--- src/rtl/cat_lru_pkg.sv ---
// Package: shared category encoding and the two fixed priority rankings.
// Assumes categories fit in 2 bits and priorities in 2 bits (3 = most valuable).
package cat_lru_pkg;

    localparam int CAT_W  = 2;
    localparam int PRIO_W = 2;

    typedef enum logic [CAT_W-1:0] {
        CAT_OFFCHIP  = 2'd0,
        CAT_L1WB     = 2'd1,
        CAT_PROMOTED = 2'd2,
        CAT_DEMOTED  = 2'd3
    } line_cat_e;

    // Map a category to its retention priority for a local or central bank.
    function automatic logic [PRIO_W-1:0] cat_prio(input logic [CAT_W-1:0] cat,
                                                   input logic            central);
        logic [PRIO_W-1:0] p;
        if (central) begin
            unique case (line_cat_e'(cat))
                CAT_PROMOTED: p = 2'd3;
                CAT_OFFCHIP:  p = 2'd2;
                CAT_DEMOTED:  p = 2'd1;
                default:      p = 2'd0;
            endcase
        end else begin
            unique case (line_cat_e'(cat))
                CAT_L1WB:     p = 2'd3;
                CAT_PROMOTED: p = 2'd2;
                CAT_OFFCHIP:  p = 2'd1;
                default:      p = 2'd0;
            endcase
        end
        return p;
    endfunction

endpackage

--- src/rtl/cat_lru_rank_store.sv ---
// Module: per-way recency rank, valid bit and category storage for one set.
// Assumes WAYS is a power of two and ranks form a permutation of 0..WAYS-1,
// which reset establishes and every access preserves.
module cat_lru_rank_store
    import cat_lru_pkg::*;
#(
    parameter int WAYS   = 8,
    localparam int RANK_W = $clog2(WAYS)
) (
    input  logic                         clk,
    input  logic                         rst_n,
    input  logic                         acc_valid,
    input  logic [RANK_W-1:0]            acc_way,
    input  logic                         acc_fill,
    input  logic [CAT_W-1:0]             acc_cat,
    output logic [WAYS-1:0][RANK_W-1:0]  rank_o,
    output logic [WAYS-1:0]              valid_o,
    output logic [WAYS-1:0][CAT_W-1:0]   cat_o
);

    logic [WAYS-1:0][RANK_W-1:0] rank_q;
    logic [WAYS-1:0]             valid_q;
    logic [WAYS-1:0][CAT_W-1:0]  cat_q;
    logic [RANK_W-1:0]           acc_rank;

    // Current rank of the accessed way, the aging threshold.
    always_comb begin
        acc_rank = rank_q[acc_way];
    end

    // Reset to distinct ranks; on access promote to MRU and age younger ways.
    always_ff @(posedge clk) begin
        if (!rst_n) begin
            for (int w = 0; w < WAYS; w++) begin
                rank_q[w]  <= RANK_W'(w);
                valid_q[w] <= 1'b0;
                cat_q[w]   <= '0;
            end
        end else if (acc_valid) begin
            for (int w = 0; w < WAYS; w++) begin
                if (acc_way == RANK_W'(w)) begin
                    rank_q[w] <= '0;
                    if (acc_fill) begin
                        valid_q[w] <= 1'b1;
                        cat_q[w]   <= acc_cat;
                    end
                end else if (rank_q[w] < acc_rank) begin
                    rank_q[w] <= rank_q[w] + RANK_W'(1);
                end
            end
        end
    end

    assign rank_o  = rank_q;
    assign valid_o = valid_q;
    assign cat_o   = cat_q;

endmodule

--- src/rtl/cat_lru_prio_map.sv ---
// Module: translates each way's stored category to its priority.
// Assumes bank_central is static; purely combinational.
module cat_lru_prio_map
    import cat_lru_pkg::*;
#(
    parameter int WAYS = 8
) (
    input  logic                        central_i,
    input  logic [WAYS-1:0][CAT_W-1:0]  cat_i,
    output logic [WAYS-1:0][PRIO_W-1:0] prio_o
);

    // One priority lookup per way.
    for (genvar w = 0; w < WAYS; w++) begin : g_way
        assign prio_o[w] = cat_prio(cat_i[w], central_i);
    end

endmodule

--- src/rtl/cat_lru_victim_pick.sv ---
// Module: chooses the victim way and registers the result.
// Assumes ranks are a permutation, so exactly one way sits at each of the
// two oldest ranks. Empty ways win before any category comparison.
module cat_lru_victim_pick
    import cat_lru_pkg::*;
#(
    parameter int WAYS   = 8,
    localparam int RANK_W = $clog2(WAYS)
) (
    input  logic                         clk,
    input  logic                         rst_n,
    input  logic                         vic_req,
    input  logic [WAYS-1:0][RANK_W-1:0]  rank_i,
    input  logic [WAYS-1:0]              valid_i,
    input  logic [WAYS-1:0][CAT_W-1:0]   cat_i,
    input  logic [WAYS-1:0][PRIO_W-1:0]  prio_i,
    output logic                         vic_valid,
    output logic [RANK_W-1:0]            vic_way,
    output logic [CAT_W-1:0]             vic_cat,
    output logic [PRIO_W-1:0]            vic_prio,
    output logic                         vic_empty
);

    localparam logic [RANK_W-1:0] OLDEST_RANK = RANK_W'(WAYS - 1);
    localparam logic [RANK_W-1:0] NEXT_RANK   = RANK_W'(WAYS - 2);

    logic              empty_hit;
    logic [RANK_W-1:0] empty_way;
    logic [RANK_W-1:0] old_way;
    logic [RANK_W-1:0] next_way;
    logic [RANK_W-1:0] pick_way;

    // Lowest-numbered empty way, scanning downward so the lowest wins.
    always_comb begin
        empty_hit = 1'b0;
        empty_way = '0;
        for (int w = WAYS - 1; w >= 0; w--) begin
            if (!valid_i[w]) begin
                empty_hit = 1'b1;
                empty_way = RANK_W'(w);
            end
        end
    end

    // Locate the ways holding the two oldest ranks.
    always_comb begin
        old_way  = '0;
        next_way = '0;
        for (int w = 0; w < WAYS; w++) begin
            if (rank_i[w] == OLDEST_RANK) old_way  = RANK_W'(w);
            if (rank_i[w] == NEXT_RANK)   next_way = RANK_W'(w);
        end
    end

    // Evict the lower-priority candidate; a tie keeps the oldest way.
    always_comb begin
        if (prio_i[next_way] < prio_i[old_way]) pick_way = next_way;
        else                                     pick_way = old_way;
    end

    // Register the victim one cycle after the request.
    always_ff @(posedge clk) begin
        if (!rst_n) begin
            vic_valid <= 1'b0;
            vic_way   <= '0;
            vic_cat   <= '0;
            vic_prio  <= '0;
            vic_empty <= 1'b0;
        end else begin
            vic_valid <= vic_req;
            if (vic_req) begin
                if (empty_hit) begin
                    vic_way   <= empty_way;
                    vic_cat   <= '0;
                    vic_prio  <= '0;
                    vic_empty <= 1'b1;
                end else begin
                    vic_way   <= pick_way;
                    vic_cat   <= cat_i[pick_way];
                    vic_prio  <= prio_i[pick_way];
                    vic_empty <= 1'b0;
                end
            end
        end
    end

endmodule

--- src/rtl/cat_lru_victim_sel.sv ---
// Module: top of the category-prioritized LRU victim selector for one set.
// Assumes bank_central is held constant during operation and that acc_way
// is below WAYS.
module cat_lru_victim_sel
    import cat_lru_pkg::*;
#(
    parameter int WAYS   = 8,
    localparam int RANK_W = $clog2(WAYS)
) (
    input  logic              clk,
    input  logic              rst_n,
    input  logic              bank_central,
    input  logic              acc_valid,
    input  logic [RANK_W-1:0] acc_way,
    input  logic              acc_fill,
    input  logic [CAT_W-1:0]  acc_cat,
    input  logic              vic_req,
    output logic              vic_valid,
    output logic [RANK_W-1:0] vic_way,
    output logic [CAT_W-1:0]  vic_cat,
    output logic [PRIO_W-1:0] vic_prio,
    output logic              vic_empty
);

    logic [WAYS-1:0][RANK_W-1:0] rank_vec;
    logic [WAYS-1:0]             valid_vec;
    logic [WAYS-1:0][CAT_W-1:0]  cat_vec;
    logic [WAYS-1:0][PRIO_W-1:0] prio_vec;

    cat_lru_rank_store #(.WAYS(WAYS)) u_store (
        .clk       (clk),
        .rst_n     (rst_n),
        .acc_valid (acc_valid),
        .acc_way   (acc_way),
        .acc_fill  (acc_fill),
        .acc_cat   (acc_cat),
        .rank_o    (rank_vec),
        .valid_o   (valid_vec),
        .cat_o     (cat_vec)
    );

    cat_lru_prio_map #(.WAYS(WAYS)) u_prio (
        .central_i (bank_central),
        .cat_i     (cat_vec),
        .prio_o    (prio_vec)
    );

    cat_lru_victim_pick #(.WAYS(WAYS)) u_pick (
        .clk       (clk),
        .rst_n     (rst_n),
        .vic_req   (vic_req),
        .rank_i    (rank_vec),
        .valid_i   (valid_vec),
        .cat_i     (cat_vec),
        .prio_i    (prio_vec),
        .vic_valid (vic_valid),
        .vic_way   (vic_way),
        .vic_cat   (vic_cat),
        .vic_prio  (vic_prio),
        .vic_empty (vic_empty)
    );

endmodule

--- config.mk ---
export PLATFORM = sky130hd
export DESIGN_NAME = cat_lru_victim_sel
export DESIGN_NICKNAME = d
export VERILOG_FILES = /design/src/rtl/cat_lru_pkg.sv /design/src/rtl/cat_lru_rank_store.sv /design/src/rtl/cat_lru_prio_map.sv /design/src/rtl/cat_lru_victim_pick.sv /design/src/rtl/cat_lru_victim_sel.sv
export SDC_FILE = /design/constraint.sdc
export NUM_CORES = 1
export LEC_CHECK = 0
export BUFFER_PORTS_ARGS = -buffer_cell sky130_fd_sc_hd__buf_2
export CORE_UTILIZATION = 50
export DETAILED_ROUTE_END_ITERATION = 8
export PLACE_DENSITY = 0.7
export SETUP_SLACK_MARGIN = 0.1
export SKIP_LAST_GASP = 1
export SLEW_MARGIN = 15
export SYNTH_ARGS = -nofsm -noshare
export SYNTH_HDL_FRONTEND = slang
export SYNTH_SLANG_ARGS = --single-unit
--- constraint.sdc ---
create_clock -name clk -period 4.8 [get_ports clk]
set_clock_uncertainty 0.15 [all_clocks]
set_input_delay 0.96 -clock clk [delete_from_list [all_inputs] [get_ports clk]]
set_output_delay 0.96 -clock clk [all_outputs]
set_load 0.02 [all_outputs]
# Word-level counts from Yosys, hierarchy flattened
# Cells that the tools add are included.
# word_totals
reg_bits	57
latch_bits	0
mem_bits_rw	0
mem_bits_ro	0
input_bits	11
out_inout_bits	9
wordCells	213
memories	0
# classes
add_sub_neg	8
multipliers	0
div	0
magnitude_cmp	13
n_eq_ne	45
n_shift	0
mux	85
bitwise	0
n_reduce_logical	33
# ops
cell	n
$mux W3	35
$pmux W2 S3	16
$eq A3 B3 Y1 const B	18
$mux W2	18
$eq A2 B2 Y1 const B	16
$add A3 B1 Y3 const B	8
$bmux W2 S3	4
$lt A3 B3 Y1	8
$reduce_and A3 Y1	8
$eq A2 B1 Y1 const B	8
$logic_not A2 Y1	8
$lt A3 B4 Y1 const B	4
$reduce_and A2 Y1	8
$reduce_bool A2 Y1	8
$mux W1	11
$bmux W3 S3	1
$eq A3 B2 Y1 const B	2
$eq A3 B1 Y1 const B	1
$logic_not A3 Y1	1
$lt A2 B2 Y1	1

# Depth between registers and ports, before layout
# Gate-level depths: netlist (run 1).
# depth
word_depth	15
mapped_depth	19
depth_no_buf	17

# By module
# A second synthesis (run 1) with hierarchy kept.
# hier_totals
cells_unflattened	670
area_unflattened_um2	5347.6
# modules_own_cells
module	instances	cells_per_inst	area_per_inst_um2	seq_area_each_um2
cat_lru_rank_store	1	304	2792.7	960.9
cat_lru_victim_pick	1	264	1813.0	180.2
cat_lru_prio_map	1	102	742.0	0.0

# Worst setup path before layout (run 1)
# No wires, ideal clock.
# synth_path
path_type	input to register
startpoint	in bank_central
endpoint	reg u_pick.vic_prio[0]
setup_ns	0.073
t_arrival_ns	4.095
required_ns	4.577
setup_slack_ns	0.482
cell_stages	16
path_buffers	4
cell_sequence	buf_2 > buf_6 > clkbuf_1 > o21ai_0 > mux2_2 > a21oi_1 > a21oi_1 > ha_1 > buf_1 > inv_1 > nor3_1 > o41a_1 > nor2_8 > mux2i_1 > mux4_2 > o22ai_2
# synth_between
elab_chain_len	8
elab_cells_between_ends	17
classes_between	1 x order compare; 16 x mux
# synth_lines
item	line_no	source
start: declaration	cat_lru_victim_sel.sv:12	input logic bank_central,
$mux W2	cat_lru_pkg.sv:19	if (central) begin
$bmux W2 S3	cat_lru_victim_pick.sv:57	if (prio_i[next_way] < prio_i[old_way]) pick_way = next_way;
$mux W2 (implied by the code)	cat_lru_victim_pick.sv:57	
$lt A2 B2 Y1	cat_lru_victim_pick.sv:57	
$mux W3	cat_lru_victim_pick.sv:57	
$bmux W2 S3 *	cat_lru_victim_pick.sv:80	vic_prio <= prio_i[pick_way];
$mux W2 (implied by the code) *	cat_lru_victim_pick.sv:80	
$mux W2 *	cat_lru_victim_pick.sv:72	if (empty_hit) begin
end signal: assignment	cat_lru_victim_pick.sv:80	
end: declaration	cat_lru_victim_pick.sv:20	output logic [PRIO_W-1:0] vic_prio,
# Mark *: on every way between the ends. The rest lies on a longest branch, timed or not. The select of a mux whose other input is x is not followed.
# A chain may end at the register's enable or synchronous reset.

# Worst setup path in the final report (run 1)
# layout_path
startpoint	reg u_store.rank_q (netlist bit u_store.rank_o[7])
endpoint	reg u_pick.vic_prio[0]
# layout_between
elab_chain_len	14
elab_cells_between_ends	23
classes_between	1 x order compare; 2 x eq/ne; 20 x mux
# layout_lines
item	line_no	source
start: declaration	cat_lru_rank_store.sv:21	logic [WAYS-1:0][RANK_W-1:0] rank_q;
start signal: indexed assignment	cat_lru_rank_store.sv:35	rank_q[w] <= RANK_W'(w);
start signal: indexed assignment	cat_lru_rank_store.sv:48	rank_q[w] <= rank_q[w] + RANK_W'(1);
$eq A3 B3 Y1 (on tied branches)	cat_lru_victim_pick.sv:51, cat_lru_victim_pick.sv:50	
$mux W2 (on tied branches) (2 in a row)	cat_lru_victim_pick.sv:51, cat_lru_victim_pick.sv:50	
$mux W3 (on tied branches) (4 in a row)	cat_lru_victim_pick.sv:51, cat_lru_victim_pick.sv:50	
$bmux W2 S3	cat_lru_victim_pick.sv:57	
$mux W2 (implied by the code)	cat_lru_victim_pick.sv:57	
$lt A2 B2 Y1	cat_lru_victim_pick.sv:57	
$mux W3 *	cat_lru_victim_pick.sv:57	
$bmux W2 S3 *	cat_lru_victim_pick.sv:80	
$mux W2 (implied by the code) *	cat_lru_victim_pick.sv:80	
$mux W2 *	cat_lru_victim_pick.sv:72	
# Marks and branches as above.

==> results of run 1 <==
## timing repair
| item | CTS | global route |
|---|---|---|
| buffers inserted | 0 | 0 |
| hold endpoints to repair | 0 | 0 |
| endpoints found under the setup margin | 0 | 3 |
| gates resized for setup | 0 | 3 |
## worst max-delay path by stage
stage | start | to | slack, ps | cells past startpoint
after floorplan | bank_central | u_pick.vic_prio[0] | 480 | 16
after global placement | bank_central | u_pick.vic_prio[0] | 340 | 13
after detailed placement | bank_central | u_pick.vic_prio[0] | 240 | 13
after CTS | u_store.rank_o[7] | u_pick.vic_prio[0] | 290 | 16
after global routing | u_store.rank_o[6] | u_pick.vic_prio[0] | 100 | 16
final | u_store.rank_o[7] | u_pick.vic_prio[0] | 380 | 16
## registers in the layout, summed over array words and instances (netlist names)
register	count
u_store.rank_o	24
u_store.cat_o	16
u_store.valid_o	8
u_pick.vic_way	3
u_pick.vic_cat	2
u_pick.vic_prio	2
u_pick.vic_empty	1
u_pick.vic_valid	1
## critical path, cell delays in order (launching register included)
cell and delay (ps):
dfxtp_1 440, ha_1 190, ha_1 200, nor2b_1 90, o21ai_1 260, and2_1 300
mux2_2 360, a211oi_1 240, a21oi_1 70, ha_1 410, inv_1 130, nor3_1 80
o41a_1 460, nor2_8 270, mux2i_1 110, mux4_2 510, o22ai_2 90
## power by group
part,leakage [uW],switching (uW),internal (uW)
logic,0.00172,763,546
clock network,0.000124,223,350
registers,0.000465,76.4,519
total,0.00231,1060,1410
## cell families after synthesis
group	count (synthesis)	synth area share [%]
buf+inv	58	4.83
fa+ha+maj	78	20.4
mux	48	12.0
compound gates	129	18.2
xor+xnor	1	0.183
flops	57	23.8
simple gates	205	20.5
## layer usage
layer | up-vias | part of all wire (%) | GRT usage, %
met3 | 23 | 5.5 | 3.62
met5 | - | 0 | 0
met4 | 0 | 2.0 | 8.48
met1 | 2049 | 45 | 35.0
met2 | 139 | 47 | 43.1
li1 | 2115 | - | -
## area by class of cell
class	instances	area share [%]
Clock buffer	9	2.34
Clock inverter	7	2.36
Inverter	37	2.62
Multi-Input combinational cell	461	64.6
Sequential cell	57	21.5
Tap cell	129	3.05
Timing Repair Buffer	31	3.50
## metrics by stage
step                      total power (uW)  hold WS [ps]  area [um^2]
after global placement                1840           317         5040
after floorplan                       1590           298         4790
after CTS                             2460           325         5290
after global routing                  2630           365         5300
final                                 2480           327         5300
after detailed placement              1880           313         5040
## cells in the final DEF (no fill, tap or decap), types with 3 or more instances in the layout
master	n
bufinv_16	3
nand2b_1	15
nor2b_1	4
a211oi_1	6
o21ai_0	38
nor3b_1	4
nand3_1	16
buf_4	12
mux2i_1	34
ha_1	78
a22oi_1	7
mux2_2	7
inv_1	36
dfxtp_1	57
clkbuf_8	9
o22ai_1	3
nand2_1	48
a211o_1	6
and3_1	10
o211ai_1	4
nand4b_1	3
buf_2	19
or3_1	7
a21oi_1	25
nand4_1	3
mux4_2	7
o32ai_1	6
o221ai_1	3
nor3_1	10
nor2_1	78
o311ai_0	10
==> impl_metrics.env, run 1 <==
export IMPL_grt_usage_pct=26.1
export IMPL_synth_area_per_cell_um2=8.32
export IMPL_ant_nets=0
export IMPL_die_x_um=99.9
export IMPL_multi_input_area_um2=3420
export IMPL_place_inst=715
export IMPL_synthDominantCellAreaShare_pct=23.8
export IMPL_worstPathArrival_ps=4550
export IMPL_cts_made_buffers=9
export IMPL_dp_hpwl_um=9440
export IMPL_area_growth_pct=10.6
export IMPL_ys_seq_area_share_pct=23.8
export IMPL_path_class="register to register"
export IMPL_grt_max_degree=45
export IMPL_r2r_start="u_store.rank_o[7]"
export IMPL_cap_violations=0
export IMPL_h_tree_depth=3
export IMPL_critPathMaxFanout=16
export IMPL_num_vias=4326
export IMPL_cts_root_buf="clkbuf_8"
export IMPL_endpoint_kind="register"
export IMPL_viasPerCell=5.92
export IMPL_synth_area_leaders="dfxtp_1, ha_1, mux2i_1, nor2_1, o21ai_0"
export IMPL_grt_pass1_wl_um=20200
export IMPL_finalSetupViolCount=0
export IMPL_clock_sinks=57
export IMPL_numPortBuffers=19
export IMPL_die_height_um=99.9
export IMPL_drive_above_1_share_pct=12.0
export IMPL_worstHoldStart="u_store.valid_o[0]"
export IMPL_startpoint_type="register"
export IMPL_worstMarginPinSlew_ps=784
export IMPL_reg2reg_to="u_pick.vic_prio[0]"
export IMPL_cp_required_ps=4930
export IMPL_drt_initial_drc_count=247
export IMPL_p_leak_uw=0.00231
export IMPL_insertion_delay_ps=340
export IMPL_fmax_mhz=226
export IMPL_min_path_type="register to register"
export IMPL_fin_crit_ps=4420
export IMPL_synthArstFlopShare_pct=0
export IMPL_fin_cells=731
export IMPL_overflow=0
export IMPL_synth_seq_cells=57
export IMPL_ctsHoldBuffers=0
export IMPL_timing_slew_headroom_pct=47.6
export IMPL_vdd_drop_max_mv=0.277
export IMPL_synth_top_area_cell="dfxtp_1"
export IMPL_wl_um=12500
export IMPL_dieArea_um2=9980
export IMPL_drc=0
export IMPL_finalHoldViolCount=0
export IMPL_grt_antenna_before_repair=0
export IMPL_ioPinCount=20
export IMPL_cts_tree="done"
export IMPL_r2r_slack_ps=380
export IMPL_coreArea_um2=9240
export IMPL_min_period_over_period_pct=92.1
export IMPL_netlist_instances=576
export IMPL_postLayoutCoreUtil_pct=57.3
export IMPL_cts_max_path_buffers=2
export IMPL_grt_setup_unrepaired="false"
export IMPL_holdPathEnd="u_store.valid_o[0]"
export IMPL_nFillCells=839
export IMPL_place_gp_congestion=0.932
export IMPL_diodes=0
export IMPL_hold_path_depth=2
export IMPL_setup_slack_ps=379
export IMPL_finalSetupTns_ps=0
export IMPL_synthTopCellsByCount="ha_1, nor2_1, dfxtp_1"
export IMPL_worstRegToRegCells=16
export IMPL_nNetsFinal=686
export IMPL_start_util_pct=51.8
export IMPL_status="finished clean"
export IMPL_avgRoutedWirePerCell_um=17.1
export IMPL_synth_net_count=665
export IMPL_rows=35
export IMPL_regArea_um2=1140
export IMPL_synth_warnings=0
export IMPL_synth_enable_flop_cells=0
export IMPL_grt_pass1_vias=3997
export IMPL_clkTransAtPathRegs_ps=80
export IMPL_power_density_nw_per_um2=468
export IMPL_slew_violations=0
export IMPL_synth_cell_type_count=53
export IMPL_dpl_worst_slack_ps=241
export IMPL_netlist_area_um2=4790
export IMPL_synthFlopType="dfxtp_1"
export IMPL_drtPass1Iterations=5
No activity file was read; power rests on OpenSTA's default activity.
==> inputs of run 2 (changes only) <==
Settings changed: REMOVE_ABC_BUFFERS set to 1.
Clock period 4.8 ns to 4.4 ns, I/O delays scaled along.
==> run 2 against run 1 <==
Register-to-register slack got worse by 70 ps. Clock power shrank 20%. Non-clock buffer count grew 7. Via count grew 0.55%. Sequential power rose by 8.7%. Critical path type unchanged. Largest cell class unchanged.
==> impl_metrics.env, run 2 (synthesis results as in run 1) <==
export IMPL_status="finished clean"
export IMPL_cap_violations=0
export IMPL_ioPinCount=20
export IMPL_drtPass1Iterations=5
export IMPL_grt_antenna_before_repair=0
export IMPL_fmax_mhz=245
export IMPL_cp_required_ps=4460
export IMPL_die_x_um=99.9
export IMPL_clock_sinks=57
export IMPL_place_inst=721
export IMPL_dp_hpwl_um=9160
export IMPL_cts_max_path_buffers=2
export IMPL_final_common_cell="nor2_1"
export IMPL_grt_setup_unrepaired="false"
export IMPL_overflow=0
export IMPL_nFillCells=842
export IMPL_rows=35
export IMPL_mostFrequentLayoutCells="nor2_1, ha_1, dfxtp_1"
export IMPL_finalSetupViolCount=0
export IMPL_dpl_worst_slack_ps=15.5
export IMPL_dieArea_um2=9980
export IMPL_largest_reg_flops=24
export IMPL_clkTransAtPathRegs_ps=80
export IMPL_viasPerCell=5.89
export IMPL_vdd_drop_max_mv=0.295
export IMPL_coreArea_um2=9240
export IMPL_place_gp_congestion=0.892
export IMPL_endpoint_kind="register"
export IMPL_power_density_nw_per_um2=498
export IMPL_start_util_pct=51.8
export IMPL_drt_initial_drc_count=348
export IMPL_avgRoutedWirePerCell_um=16.7
export IMPL_h_tree_depth=3
export IMPL_min_path_type="register to register"
export IMPL_drc=0
export IMPL_grt_max_degree=45
export IMPL_cts_tree="done"
export IMPL_startpoint_type="register"
export IMPL_wl_um=12300
export IMPL_num_vias=4350
export IMPL_fin_crit_ps=4090
export IMPL_worstMarginPinSlew_ps=781
export IMPL_path_class="register to register"
export IMPL_fin_cells=738
export IMPL_ctsHoldBuffers=0
export IMPL_timing_slew_headroom_pct=47.8
export IMPL_setup_slack_ps=312
export IMPL_slew_violations=0
export IMPL_critPathMaxFanout=8
export IMPL_drive_above_1_share_pct=14.3
export IMPL_cts_root_buf="clkbuf_8"
export IMPL_totalPowerFinal_uw=2640
export IMPL_area_growth_pct=10.7
export IMPL_hold_slack_ps=343
export IMPL_p_leak_uw=0.00231
export IMPL_diodes=0
export IMPL_worstPathArrival_ps=4150
export IMPL_min_period_over_period_pct=92.9
export IMPL_grt_usage_pct=25.7
export IMPL_grt_pass1_wl_um=20300
export IMPL_nNetsFinal=693
export IMPL_die_height_um=99.9
export IMPL_finalHoldViolCount=0
export IMPL_grt_pass1_vias=4176
export IMPL_insertion_delay_ps=340
export IMPL_numPortBuffers=19
export IMPL_cts_made_buffers=9
export IMPL_ant_nets=0
## run 2: changes by cell type in the layout (fill, tap and decap cells not counted), moves of 2 or more
cell and delta:
clkinv_2 +2, dfxtp_1 -3, dfxtp_2 +3, bufinv_16 -3, buf_4 +7, o21ai_1 -2, o21ai_2 +2, inv_6 -2
## run 2: layer usage
| layer | routed length [um] | GRT usage [%] | part of all wire (%) | up-vias |
|---|---|---|---|---|
| met5 | 0 | 0 | 0 | - |
| met4 | 163 | 8.94 | 1.3 | 0 |
| met3 | 794 | 2.65 | 6.5 | 19 |
| met2 | 5730 | 42.7 | 47 | 138 |
| met1 | 5610 | 34.8 | 46 | 2060 |
| li1 | - | - | - | 2133 |
## run 2: final cells by class
type	instances	area, um^2	share of cell area, %
Clock buffer	10	138	2.59
Sequential cell	57	1140	21.6
Clock inverter	6	43.8	0.826
Tap cell	129	161	3.04
Inverter	37	139	2.62
Multi-Input combinational cell	461	3440	64.9
Timing Repair Buffer	38	238	4.48
## run 2: final timing paths
path                                    startpoint  slack (ps)  cells after the start                 end
worst max-delay path             u_store.rank_o[3]         310                     16  u_pick.vic_prio[1]
worst min-delay path            u_store.valid_o[0]         340                      2  u_store.valid_o[0]
worst max register to register   u_store.rank_o[3]         310                     16  u_pick.vic_prio[1]
worst min register to register  u_store.valid_o[0]         340                      2  u_store.valid_o[0]
## run 2: repair_timing
| action | in CTS | in global routing |
|---|---|---|
| setup endpoints to repair | 3 | 5 |
| hold endpoints to repair | 0 | 0 |
| pin swaps | 0 | 1 |
| cloned | 0 | 0 |
| buffers inserted | 0 | 1 |
| gates resized for setup | 2 | 10 |
## run 2: worst max-delay path, stage by stage, from the launching register on
cell      delay [ps]
dfxtp_1          350
ha_1             220
ha_1             180
nor2b_1          140
o21ai_2          220
and2_4           230
mux2_2           340
a211oi_1         220
a21oi_1           60
ha_1             280
inv_1            100
nand2_1           80
o41a_1           520
nor2_8           220
mux2_2           360
mux2i_1          160
o221ai_1         120
## run 2: per-stage QoR
stage | util (%) | TNS [ps] | area, um^2
after floorplan | - | -4.39 | 4700
after global placement | 55.1 | 0 | 5090
after detailed placement | 55.1 | 0 | 5090
after CTS | 57.1 | 0 | 5280
after global routing | 57.4 | 0 | 5300
final | 57.4 | 0 | 5300
## run 2: where the power goes
part | switching [uW] | leakage, uW | internal, uW
Clock | 237 | 0.0000922 | 220
Sequential | 80.4 | 0.000465 | 567
Combinational | 869 | 0.00175 | 669
Total | 1190 | 0.00231 | 1460
